<file path="config.mk">
export PLATFORM = sky130hd
export DESIGN_NAME = chan_pa_compose
export DESIGN_NICKNAME = d
export VERILOG_FILES = /design/src/rtl/chan_pa_pkg.sv /design/src/rtl/pa_base_compose.sv /design/src/rtl/pa_chan_hash.sv /design/src/rtl/chan_pa_compose.sv
export SDC_FILE = /design/constraint.sdc
export NUM_CORES = 1
export LEC_CHECK = 0
export BUFFER_PORTS_ARGS = -buffer_cell sky130_fd_sc_hd__buf_2
export CAP_MARGIN = 20
export CORE_UTILIZATION = 48
export CTS_CLUSTER_SIZE = 28
export DETAILED_ROUTE_END_ITERATION = 10
export PLACE_DENSITY = 0.88
export SLEW_MARGIN = 5
export SYNTH_ARGS = -nofsm -noshare
export SYNTH_HDL_FRONTEND = slang
export SYNTH_SLANG_ARGS = --single-unit
export TNS_END_PERCENT = 30
</file>
<file path="constraint.sdc">
create_clock -name clk_i -period 1.7 [get_ports clk_i]
set_input_delay 0.255 -clock clk_i [delete_from_list [all_inputs] [get_ports clk_i]]
set_output_delay 0.255 -clock clk_i [all_outputs]
set_load 0.02 [all_outputs]
</file>
<file path="src/rtl/chan_pa_pkg.sv">
package chan_pa_pkg;
  localparam int PA_W       = 48;
  localparam int BLK_LSB    = 15;              // 32 KB block
  localparam int OFF_W      = 8;               // 256 B block
  localparam int CH_W       = BLK_LSB - OFF_W; // 7
  localparam int NA_W       = PA_W - (BLK_LSB - OFF_W);
  localparam int HASH_LSB   = 12;
  localparam int NUM_HASH   = 3;
  localparam int NUM_GRAN   = 5;
  localparam int TAP_STRIDE = 7;

  // hash_en_i bit positions
  localparam int EN_4K = 0, EN_64K = 1, EN_2M = 2, EN_1G = 3, EN_1T = 4;
  localparam logic [NUM_GRAN-1:0] HASH_EN_DEFAULT = 5'b11110;

  // index bit feeding hash bit k (pa bits 12,13,14)
  function automatic int hash_idx_bit(int k);
    case (k)
      0: return 5;
      1: return 6;
      default: return 4;
    endcase
  endfunction

  // lowest (64K) address tap of hash bit k
  function automatic int hash_tap_base(int k);
    case (k)
      0: return 20;
      1: return 21;
      default: return 19;
    endcase
  endfunction

  // tap g sits at base + g*stride; g order 64K,2M,1G,1T,4K
  function automatic int gran_en_bit(int g);
    case (g)
      0: return EN_64K;
      1: return EN_2M;
      2: return EN_1G;
      3: return EN_1T;
      default: return EN_4K;
    endcase
  endfunction
endpackage

</file>
<file path="src/rtl/pa_base_compose.sv">
module pa_base_compose
  import chan_pa_pkg::*;
(
  input  logic [NA_W-1:0] norm_addr_i,
  input  logic [CH_W-1:0] chan_idx_i,
  output logic [PA_W-1:0] pre_pa_o
);
  // block part, index at 256 B, offset
  assign pre_pa_o = {norm_addr_i[NA_W-1:OFF_W], chan_idx_i, norm_addr_i[OFF_W-1:0]};
endmodule

</file>
<file path="src/rtl/pa_chan_hash.sv">
module pa_chan_hash
  import chan_pa_pkg::*;
(
  input  logic [PA_W-1:0]     pre_pa_i,
  input  logic [CH_W-1:0]     chan_idx_i,
  input  logic [NUM_GRAN-1:0] hash_en_i,
  output logic [NUM_HASH-1:0] hash_o
);
  logic [NUM_GRAN-1:0] term [NUM_HASH];

  for (genvar k = 0; k < NUM_HASH; k++) begin : g_bit
    localparam int BASE = hash_tap_base(k);
    for (genvar g = 0; g < NUM_GRAN; g++) begin : g_tap
      localparam int TAP = BASE + g * TAP_STRIDE;
      if (TAP < PA_W) begin : g_on
        assign term[k][g] = pre_pa_i[TAP] & hash_en_i[gran_en_bit(g)];
      end else begin : g_off
        assign term[k][g] = 1'b0;
      end
    end
    assign hash_o[k] = chan_idx_i[hash_idx_bit(k)] ^ (^term[k]);
  end
endmodule

</file>
<file path="src/rtl/chan_pa_compose.sv">
module chan_pa_compose
  import chan_pa_pkg::*;
#(
  parameter bit REG_OUT = 1'b1
) (
  input  logic                clk_i,
  input  logic                rst_ni,
  input  logic                valid_i,
  input  logic [NA_W-1:0]     norm_addr_i,
  input  logic [CH_W-1:0]     chan_idx_i,
  input  logic [NUM_GRAN-1:0] hash_en_i,
  output logic                valid_o,
  output logic [PA_W-1:0]     phys_addr_o
);
  localparam int HASH_MSB = HASH_LSB + NUM_HASH - 1;

  logic [PA_W-1:0]     pre_pa, pa_d;
  logic [NUM_HASH-1:0] hash;

  pa_base_compose i_base (
    .norm_addr_i (norm_addr_i),
    .chan_idx_i  (chan_idx_i),
    .pre_pa_o    (pre_pa)
  );

  // taps read bits >= 19 only, so all hashes use the pre-hash address
  pa_chan_hash i_hash (
    .pre_pa_i   (pre_pa),
    .chan_idx_i (chan_idx_i),
    .hash_en_i  (hash_en_i),
    .hash_o     (hash)
  );

  assign pa_d = {pre_pa[PA_W-1:HASH_MSB+1], hash, pre_pa[HASH_LSB-1:0]};

  if (REG_OUT) begin : g_reg
    logic            vld_q;
    logic [PA_W-1:0] pa_q;

    always_ff @(posedge clk_i or negedge rst_ni) begin
      if (!rst_ni) begin
        vld_q <= 1'b0;
        pa_q  <= '0;
      end else begin
        vld_q <= valid_i;
        if (valid_i) pa_q <= pa_d;
      end
    end

    assign valid_o     = vld_q;
    assign phys_addr_o = pa_q;

    assert_offset_R1: assert property (@(posedge clk_i) disable iff (!rst_ni)
      valid_i |=> phys_addr_o[OFF_W-1:0] == $past(norm_addr_i[OFF_W-1:0]));
    assert_idx_low_R2: assert property (@(posedge clk_i) disable iff (!rst_ni)
      valid_i |=> phys_addr_o[HASH_LSB-1:OFF_W] == $past(chan_idx_i[HASH_LSB-OFF_W-1:0]));
    assert_block_R3: assert property (@(posedge clk_i) disable iff (!rst_ni)
      valid_i |=> phys_addr_o[PA_W-1:BLK_LSB] == $past(norm_addr_i[NA_W-1:OFF_W]));
    assert_no_hash_R7: assert property (@(posedge clk_i) disable iff (!rst_ni)
      (valid_i && hash_en_i == '0) |=>
        phys_addr_o[HASH_MSB:HASH_LSB] == {$past(chan_idx_i[4]), $past(chan_idx_i[6]), $past(chan_idx_i[5])});
    assert_valid_set_R9: assert property (@(posedge clk_i) disable iff (!rst_ni)
      valid_i |=> valid_o);
    assert_valid_clr_R9: assert property (@(posedge clk_i) disable iff (!rst_ni)
      !valid_i |=> !valid_o);
    assert_hold_R9: assert property (@(posedge clk_i) disable iff (!rst_ni)
      !valid_i |=> $stable(phys_addr_o));
  end else begin : g_comb
    assign valid_o     = valid_i;
    assign phys_addr_o = pa_d;
  end
endmodule

</file>
* Word-level counts from Yosys, hierarchy flattened
Index checks and enable logic that the tools add are counted.
** Storage, ports and cells
- Word-level logic and storage cells :: 21
- Bits in registers :: 49
** Cells by class
- Bitwise gates (word level) :: 16
- Reduce and logical (&&, ||, !) cells :: 3
** Operator list (number)
- 5-bit XOR reduction :: 3
- 1-bit AND :: 13
- 1-bit bitwise XOR :: 3

* Logic depth before layout (Yosys ltp)
Gate-level depths: netlist (run 1).
- Depth in word-level cells :: 3
- Gate-level depth with buffers :: 4

* By module
From an unflattened synthesis (run 1), not the netlist that was laid out.
** Unflattened totals
- Cell total of the unflattened synthesis :: 173
- Area total of the unflattened synthesis :: 2431.1 µm²
** Modules (own cells, without submodules)
- chan_pa_compose :: sequential area each 1226.2 µm², cells each 102, instances 1, area each 1885.6 µm²
- pa_base_compose :: sequential area each 0.0 µm², cells each 48, instances 1, area each 360.3 µm²
- pa_chan_hash :: sequential area each 0.0 µm², cells each 23, instances 1, area each 185.2 µm²

* Worst setup path after synthesis (run 1)
OpenSTA, ideal clock, no wires.
- Kind :: input to register
- From :: input port hash_en_i[3]
- To :: register g_reg.pa_q[13], in the netlist phys_addr_o[13]
- Slack :: 0.524 ns
- Required time :: 1.575 ns
- Path buffers :: 0
- Library setup time :: 0.125 ns
- Data arrival time :: 1.052 ns
- Stages :: 4
- Cells stage by stage :: nand2_1 -> xnor3_1 -> xnor2_1 -> mux2_2
** Between the ends
- Word-level cells in the longest chain between the ends :: 3
** Ends and longest elaborated chain
- from (decl) :: line chan_pa_compose.sv:11 : input logic [NUM_GRAN-1:0] hash_en_i,
- 1-bit AND :: line pa_chan_hash.sv:16 : assign term[k][g] = pre_pa_i[TAP] & hash_en_i[gran_en_bit(g)];
- 5-bit XOR reduction :: line pa_chan_hash.sv:21 : assign hash_o[k] = chan_idx_i[hash_idx_bit(k)] ^ (^term[k]);
- 1-bit bitwise XOR :: line pa_chan_hash.sv:21
- to (signal assigned) :: line chan_pa_compose.sv:46 : if (valid_i) pa_q <= pa_d;
- to (decl) :: line chan_pa_compose.sv:38 : logic [PA_W-1:0] pa_q;
Every way passes these cells.
A chain may end at the register's enable or synchronous reset.

* Worst setup path in the final report (run 1)
- From :: register g_reg.pa_q[12], in the netlist phys_addr_o[12]
- To :: output port phys_addr_o[12]
** RTL lines
- to (decl) :: line chan_pa_compose.sv:13 : output logic [PA_W-1:0] phys_addr_o
No word-level cell between the ends.

==> results of run 1 <==
## metrics by stage
stage                     util [%]  instance area, um2  hold WS [ns]
after global routing          67.2                2690         0.164
after floorplan                  -                1990       -0.0406
final                         67.2                2690         0.171
after detailed placement      64.8                2590         0.242
after CTS                     67.2                2690         0.158
after global placement        64.8                2590         0.230
## cells by family (layout without fill, tap and decap cells)
group,after synthesis,in the layout
buf+inv,5,115
mux,47,47
flops,49,49
simple gates,14,14
xor+xnor,10,10
compound gates,1,1
## layout make-up
type,instances,area (um2)
Fill cell,296,1310
Sequential cell,49,1230
Multi-Input combinational cell,72,742
Timing Repair Buffer,107,571
Clock buffer,6,72.6
Tap cell,50,62.6
Clock inverter,2,15.0
## routing by layer
| metal | vias to the layer above | wire length (um) | global-route usage, % |
|---|---|---|---|
| met5 | - | 0 | 0 |
| met4 | 0 | 70 | 7.18 |
| met3 | 9 | 276 | 8.10 |
| met2 | 51 | 2050 | 32.8 |
| met1 | 647 | 1590 | 22.6 |
| li1 | 643 | - | - |
## final timing paths
kind                                    to  slack (ns)  depth (start not counted)            start
hold reg to reg            phys_addr_o[27]        0.48                          1  phys_addr_o[27]
max in group asynchronous  phys_addr_o[14]        0.74                          3           rst_ni
setup / recovery           phys_addr_o[12]        0.58                          1  phys_addr_o[12]
min in group asynchronous  phys_addr_o[43]        0.44                          2           rst_ni
setup reg to reg           phys_addr_o[21]        0.91                          1  phys_addr_o[21]
hold / removal             phys_addr_o[25]        0.17                          2  norm_addr_i[18]
## synthesized netlist by cell type, drive strengths merged
library cell	count	share of area (%)
buf	5	1.3
xnor3	3	3.4
nor2	1	0.19
a21oi	1	0.25
xor2	4	3.1
mux2	47	27
nand2	13	2.4
dfrtp	49	62
xnor2	3	1.3
## sequential cells by signal (all words and copies together) (netlist names)
name and cells:
phys_addr_o 48, valid_o 1
## report_power, final
| part | total, mW | leakage, nW | switching (mW) | internal (mW) |
|---|---|---|---|---|
| sequential | 1.35 | 0.572 | 0.0609 | 1.29 |
| combinational | 0.629 | 0.729 | 0.344 | 0.285 |
| clock | 0.659 | 0.0374 | 0.369 | 0.290 |
| total | 2.64 | 1.34 | 0.774 | 1.87 |
## what timing repair did
item                                   CTS  global route
buffers inserted                         0             0
hold buffers                             1             0
endpoints found under the hold margin   18             0
==> results.toml, run 1 <==
[clock_network]
cts_resized = 0
htreeDepth = 2
cts_buffers = 5
cts_root_buf = "clkbuf_8"
clock-sinks = 49
clkLatencyLatePin_ns = 0.30
tritoncts = "done"
path_clk_slew_ns = 0.09
cts_max_path_buffers = 2

[sta]
slew-limit-headroom_pct = 69.0
setup-violations-final = 0
finClkSkew_ns = 0
fin_ws_ns = 0.585
fmax_mhz = 897
layout_min_cycle_time_ns = 1.12
finalCritPeriodShare_pct = 65.6
worst_pin_slew_ns = 0.465
drv_slew = 0
rsz0062_at_grt = "no"
timing_hold_violations_final = 0
tns_ns = 0

[floorplan]
io-pin-count = 105
die_w_um = 66.4
die_area_mm2 = 0.00441
start_util_pct = 49.8
coreArea_mm2 = 0.00400
row_count = 23
die_h_um = 66.4

[hold_path]
hp-class = "in -> reg"

[detailed_routing]
viasPerCell = 4.72
ant_nets = 0
drt_first_pass_iters = 4
routedWlPerCell_um = 13.9
totalWireLength_um = 3980
drc = 0
drt_iter0_markers = 61
vias = 1350

[setup_path]
path_cells = "buf_2"
startpoint_type = "flip-flop"
worstPathArrival_ns = 0.86
crit_path_max_fanout = 2
crit_path_max_incr_delay_ns = 0.39
worst_setup_path_end_kind = "output pin"
critPathKind = "reg -> out"
critPathTopFamily = "flip-flops"
cp_num_buf_inv = 1
crit_slowest_cell = "dfrtp_1"
cp.required_ns = 1.44

[cells_and_area]
fin_cells = 286
syn2layout_area_growth_pct = 34.9
diodes = 0
mostFrequentLayoutCells = "buf_2 (104), dfrtp_1 (49), mux2_2 (39)"
drive_gt1_share_pct = 65.3
final_common_cell = "buf_2"
nets = 291

[synth]
syn_avg_cell_area_um2 = 15.8
synth-adder-area-share_pct = 0
synthCells = 126
synth_nets = 182
synth.area.mux_share_pct = 26.6
synth-compound-area-share_pct = 0.251
ys_ff_latch = 49
yosysSeqAreaShare_pct = 61.5
synth_top_family_by_area = "multiplexers"
ys_types = 12
synthSimpleGateAreaFrac_pct = 2.64
synthXorXnorAreaFrac_pct = 7.78
yosysWarnings = 0
synth_area_mm2 = 0.00199

[power]
p_leak_nw = 1.34
power_mw = 2.64
ir_worst_vdd_v = 0.000641
powerDensity_mw_per_mm2 = 982

[placed_design]
place.gp.congestion = 0.728
dp_hpwl_um = 3010
dp.cells = 277
dp_worst_setup_slack_ns = 0.337
io_buffers = 104

[outcome]
status = "finished clean"

[run]
max_cap_violations = 0

[global_routing]
grt.overflow.total = 0
grt_antenna_before_repair = 0
grt.total_usage_pct = 19.7
grt_pass1_wl_um = 6150
grt_max_degree = 51
grt_pass1_vias = 1338
Power figures use the tool's default switching activity.
==> run 2, diff against run 1 <==
Settings changed: CORE_UTILIZATION 48 to 40, PLACE_DENSITY 0.88 to 0.78.
Clock period 1.7 ns to 0.95 ns, I/O delays scaled along.
==> run 2 against run 1 <==
- the flow now finishes with violations (setup timing)
- clock skew did not move
- critical path depth unchanged
- power is 90% higher
- hold slack worse by 0.11 ns
- combinational power up 130%
- via count is 6.1% higher
- die area up 19%
- non-clock buffer count rose by 13
- global-route usage shrank 2.6 points
- cell count grew 10%
- first-iteration DRC count is 48% lower
- utilization shrank 3.7 points
- critical path type unchanged
- highest routed layer unchanged
==> results.toml, run 2 (same netlist as run 1, synthesis figures left out) <==
[detailed_routing]
drc = 0
viasPerCell = 4.53
routedWlPerCell_um = 13.7
ant_nets = 0
drt_first_pass_iters = 4
drt_iter0_markers = 32
vias = 1433
totalWireLength_um = 4330

[run]
max_cap_violations = 0

[placed_design]
place.gp.congestion = 0.744
dp_worst_setup_slack_ns = -0.279
dpl-instance-area_mm2 = 0.00268
dp.cells = 300
io_buffers = 104
dp_hpwl_um = 3120

[clock_network]
htreeDepth = 2
path_clk_slew_ns = 0.08
cts_root_buf = "clkbuf_8"
cts_max_path_buffers = 2
clkLatencyLatePin_ns = 0.29
tritoncts = "done"
clock-sinks = 49
cts_buffers = 5

[cells_and_area]
fin_cells = 316
final_common_cell = "buf_2"
syn2layout_area_growth_pct = 51.6
final_cell_area_mm2 = 0.00302
nets = 304
diodes = 0
final_util_pct = 63.6
mostFrequentLayoutCells = "buf_2 (72), dfrtp_1 (49), mux2_2 (37)"
drive_gt1_share_pct = 67.9
largest_register_ffs = 48

[floorplan]
io-pin-count = 105
die_w_um = 72.6
row_count = 25
start_util_pct = 41.9
die_h_um = 72.6
coreArea_mm2 = 0.00475
die_area_mm2 = 0.00527

[setup_path]
crit_slowest_cell = "dfrtp_1"
cp_num_buf_inv = 1
critPathTopFamily = "flip-flops"
crit_path_max_fanout = 2
worst_setup_path_end_kind = "output pin"
critPathKind = "reg -> out"
startpoint_type = "flip-flop"
worstPathArrival_ns = 0.83
crit_path_max_incr_delay_ns = 0.41
path_cells = "buf_6"
cp.required_ns = 0.81

[global_routing]
grt_pass1_wl_um = 6800
grt.overflow.total = 0
grt_max_degree = 50
grt.total_usage_pct = 17.0
grt_pass1_vias = 1473
grt_antenna_before_repair = 0

[sta]
timing_hold_violations_final = 0
tns_ns = -0.758
holdWs_ns = 0.0658
fin_ws_ns = -0.0255
drv_slew = 0
finClkSkew_ns = 0
worst_pin_slew_ns = 0.261
rsz0062_at_grt = "yes"
layout_min_cycle_time_ns = 0.976
setup-violations-final = 48
finalCritPeriodShare_pct = 103
fmax_mhz = 1030
slew-limit-headroom_pct = 82.6

[outcome]
violations = "setup timing"
status = "complete, but fails checks"

[power]
powerDensity_mw_per_mm2 = 1670
p_leak_nw = 1.49
ir_worst_vdd_v = 0.000820
power_mw = 5.03

[hold_path]
hp-class = "in -> reg"
==> run 2: timing repair <==
item	CTS	global route
resized for setup	36	27
buffers inserted	6	1
hold endpoints to repair	49	0
hold buffers	1	0
setup endpoints to repair	49	50
pin swaps	0	2
==> run 2: worst paths after layout <==
| kind | from | end | slack, ns | depth (start not counted) |
|---|---|---|---|---|
| max in group asynchronous | rst_ni | phys_addr_o[18] | 0.37 | 3 |
| setup reg to reg | phys_addr_o[12] | phys_addr_o[12] | 0.04 | 2 |
| hold / removal | norm_addr_i[17] | phys_addr_o[24] | 0.07 | 2 |
| min in group asynchronous | rst_ni | phys_addr_o[40] | 0.37 | 3 |
| hold reg to reg | phys_addr_o[24] | phys_addr_o[24] | 0.49 | 1 |
| setup / recovery | phys_addr_o[2] | phys_addr_o[2] | -0.03 | 1 |
==> run 2: worst reg2reg max path, cell delays in order, from the launching register on <==
cell and delay (ns):
dfrtp_1 0.40, buf_4 0.13, mux2_4 0.26
==> run 2: power breakdown <==
part,leakage [nW],total [mW],switching (mW),internal [mW]
Clock,0.0450,1.16,0.644,0.511
Sequential,0.572,2.46,0.145,2.31
Combinational,0.876,1.42,0.648,0.768
==> run 2: final cells by class <==
cell class              count  area, um2
multi-input cells          72        764
clock inverters             2       10.0
fillers                   381       1730
flip-flops and latches     49       1230
clock buffers               6       72.6
repair buffers            120        865
well taps                  67       83.8
==> run 2: per-layer routing <==
layer  GRT usage (%)  wire length (um)  vias up
met2            29.9              2370       55
li1                -                 -      671
met1            20.6              1690      705
met3            4.28               233        2
met5               0                 0        -
met4            5.23                31        0
==> run 3, diff against run 2 <==
Settings changed: RECOVER_POWER set to 25.
==> run 3 against run 2 <==
- the flow still finishes with violations (setup timing)
- sequential cell count stayed put
- utilization is 0.47 points lower
- first-iteration DRC count stayed put
- die area stayed put
- fmax stayed put
- setup slack stayed put
- critical path depth stayed put
- sequential share of layout area is 0.30 points higher
- count of clock-buffer cells in the layout stayed put
- highest routed layer unchanged
==> results.toml, run 3 (same netlist as run 1, synthesis figures left out) <==
[detailed_routing]
ant_nets = 0
drt_first_pass_iters = 4
viasPerCell = 4.53
totalWireLength_um = 4330
drt_iter0_markers = 32
drc = 0
routedWlPerCell_um = 13.7
vias = 1431

[power]
clock_power_share_pct = 23.0
ir_worst_vdd_v = 0.000820
switching_share_pct = 28.6
powerDensity_mw_per_mm2 = 1670
p_sw_mw = 1.43
power_frac_comb_pct = 27.9
seqPwrFrac_pct = 49.0
intPower_mw = 3.58
p_leak_nw = 1.48

[floorplan]
die_area_mm2 = 0.00527
row_count = 25
start_util_pct = 41.9
coreArea_mm2 = 0.00475
io-pin-count = 105
die_w_um = 72.6
die_h_um = 72.6

[global_routing]
grt_pass1_vias = 1473
grt_use_met1_pct = 20.6
grt.total_usage_pct = 17.0
grt.overflow.total = 0
grt_max_degree = 50
met3_usage_pct = 4.28
top_usage_layer = "met2"
grt_antenna_before_repair = 0
groute.layer.met2.usage_pct = 29.9
grt_pass1_wl_um = 6800

[clock_network]
cts_buffers = 5
cts_root_buf = "clkbuf_8"
path_clk_slew_ns = 0.08
cts_max_path_buffers = 2
htreeDepth = 2
tritoncts = "done"
clkLatencyLatePin_ns = 0.29
clock-sinks = 49

[setup_path]
startpoint_type = "flip-flop"
critPathKind = "reg -> out"
crit_slowest_cell = "dfrtp_1"
crit_path_max_incr_delay_ns = 0.41
worstPathArrival_ns = 0.83
crit_path_max_fanout = 2
worst_setup_path_end_kind = "output pin"
cp_num_buf_inv = 1
cp.required_ns = 0.81
path_cells = "buf_6"
critPathTopFamily = "flip-flops"

[cells_and_area]
mostFrequentLayoutCells = "buf_2 (71), dfrtp_1 (49), mux2_2 (37)"
fillers = 384
final_common_cell = "buf_2"
syn2layout_area_growth_pct = 50.5
seq_area_mm2 = 0.00123
final_cell_area_mm2 = 0.00300
largest_register_ffs = 48
multi_input_area_um2 = 764
diodes = 0
nets = 304
drive_gt1_share_pct = 67.5

[placed_design]
place.gp.congestion = 0.744
dpl-instance-area_mm2 = 0.00268
dp_hpwl_um = 3120
io_buffers = 104

[sta]
setup-violations-final = 48
drv_slew = 0
fmax_mhz = 1030
fin_ws_ns = -0.0255
worst_pin_slew_ns = 0.487
finClkSkew_ns = 0
finalCritPeriodShare_pct = 103
slew-limit-headroom_pct = 67.6
rsz0062_at_grt = "yes"
timing_hold_violations_final = 0
tns_ns = -0.753
layout_min_cycle_time_ns = 0.976

[outcome]
status = "complete, but fails checks"
violations = "setup timing"

[hold_path]
hp-class = "in -> reg"

[run]
max_cap_violations = 0
-- run 3: cell types whose count changed in the layout (fill, tap and decap cells not counted) --
cell      previous run  this run
buf_12               2         0
buf_2               72        71
buf_6               31        32
clkbuf_1             1         2
clkbuf_4             0         1
-- run 3: through the flow --
stage | hold WS (ns) | instances | power, mW | utilization, % | setup WS, ns
floorplan | -0.153 | 126 | 3.14 | - | -0.105
global placement | 0.149 | 300 | 3.61 | 56.4 | -0.260
global route | 0.0593 | 316 | 5.25 | 63.1 | -0.0599
detailed placement | 0.147 | 300 | 3.65 | 56.4 | -0.279
CTS | 0.0571 | 315 | 5.01 | 61.6 | -0.0370
finish | 0.0659 | 316 | 5.02 | 63.1 | -0.0255
-- run 3: timing repair --
item	CTS	global route
hold buffers	1	0
gates resized for setup	36	27
endpoints found under the setup margin	49	50
buffers inserted	6	1
pin swaps	0	2
hold endpoints to repair	49	0
-- run 3: layout make-up --
type	instances	share of cell area (%)
sequential	49	40.9
timing repair buffer	120	28.1
tap	67	2.80
multi-input combinational	72	25.5
clock inverter	2	0.334
clock buffer	6	2.42
-- run 3: final timing paths --
kind	start	end	slack [ns]	depth (start not counted)
worst max-delay path	phys_addr_o[2]	phys_addr_o[2]	-0.03	1
max in group asynchronous	rst_ni	phys_addr_o[18]	0.21	3
worst min-delay path	norm_addr_i[17]	phys_addr_o[24]	0.07	2
worst max register to register	phys_addr_o[12]	phys_addr_o[12]	0.04	2
min in group asynchronous	rst_ni	phys_addr_o[40]	0.43	3
worst min register to register	phys_addr_o[24]	phys_addr_o[24]	0.49	1
-- run 3: metal layers --
metal  part of all wire (%)  vias up
met5                      0        -
li1                       -      671
met4                   0.72        0
met2                     55       55
met3                    5.5        2
met1                     39      703
-- run 3: power by group through the flow --
stage / Clock (mW) / Sequential, mW / Combinational (mW)
2_1_floorplan: 0 / 2.76 / 0.380
3_3_place_gp: 0 / 2.45 / 1.17
3_5_place_dp: 0 / 2.46 / 1.19
4_1_cts: 1.20 / 2.44 / 1.37
5_1_grt: 1.27 / 2.48 / 1.50
6_report: 1.16 / 2.46 / 1.40
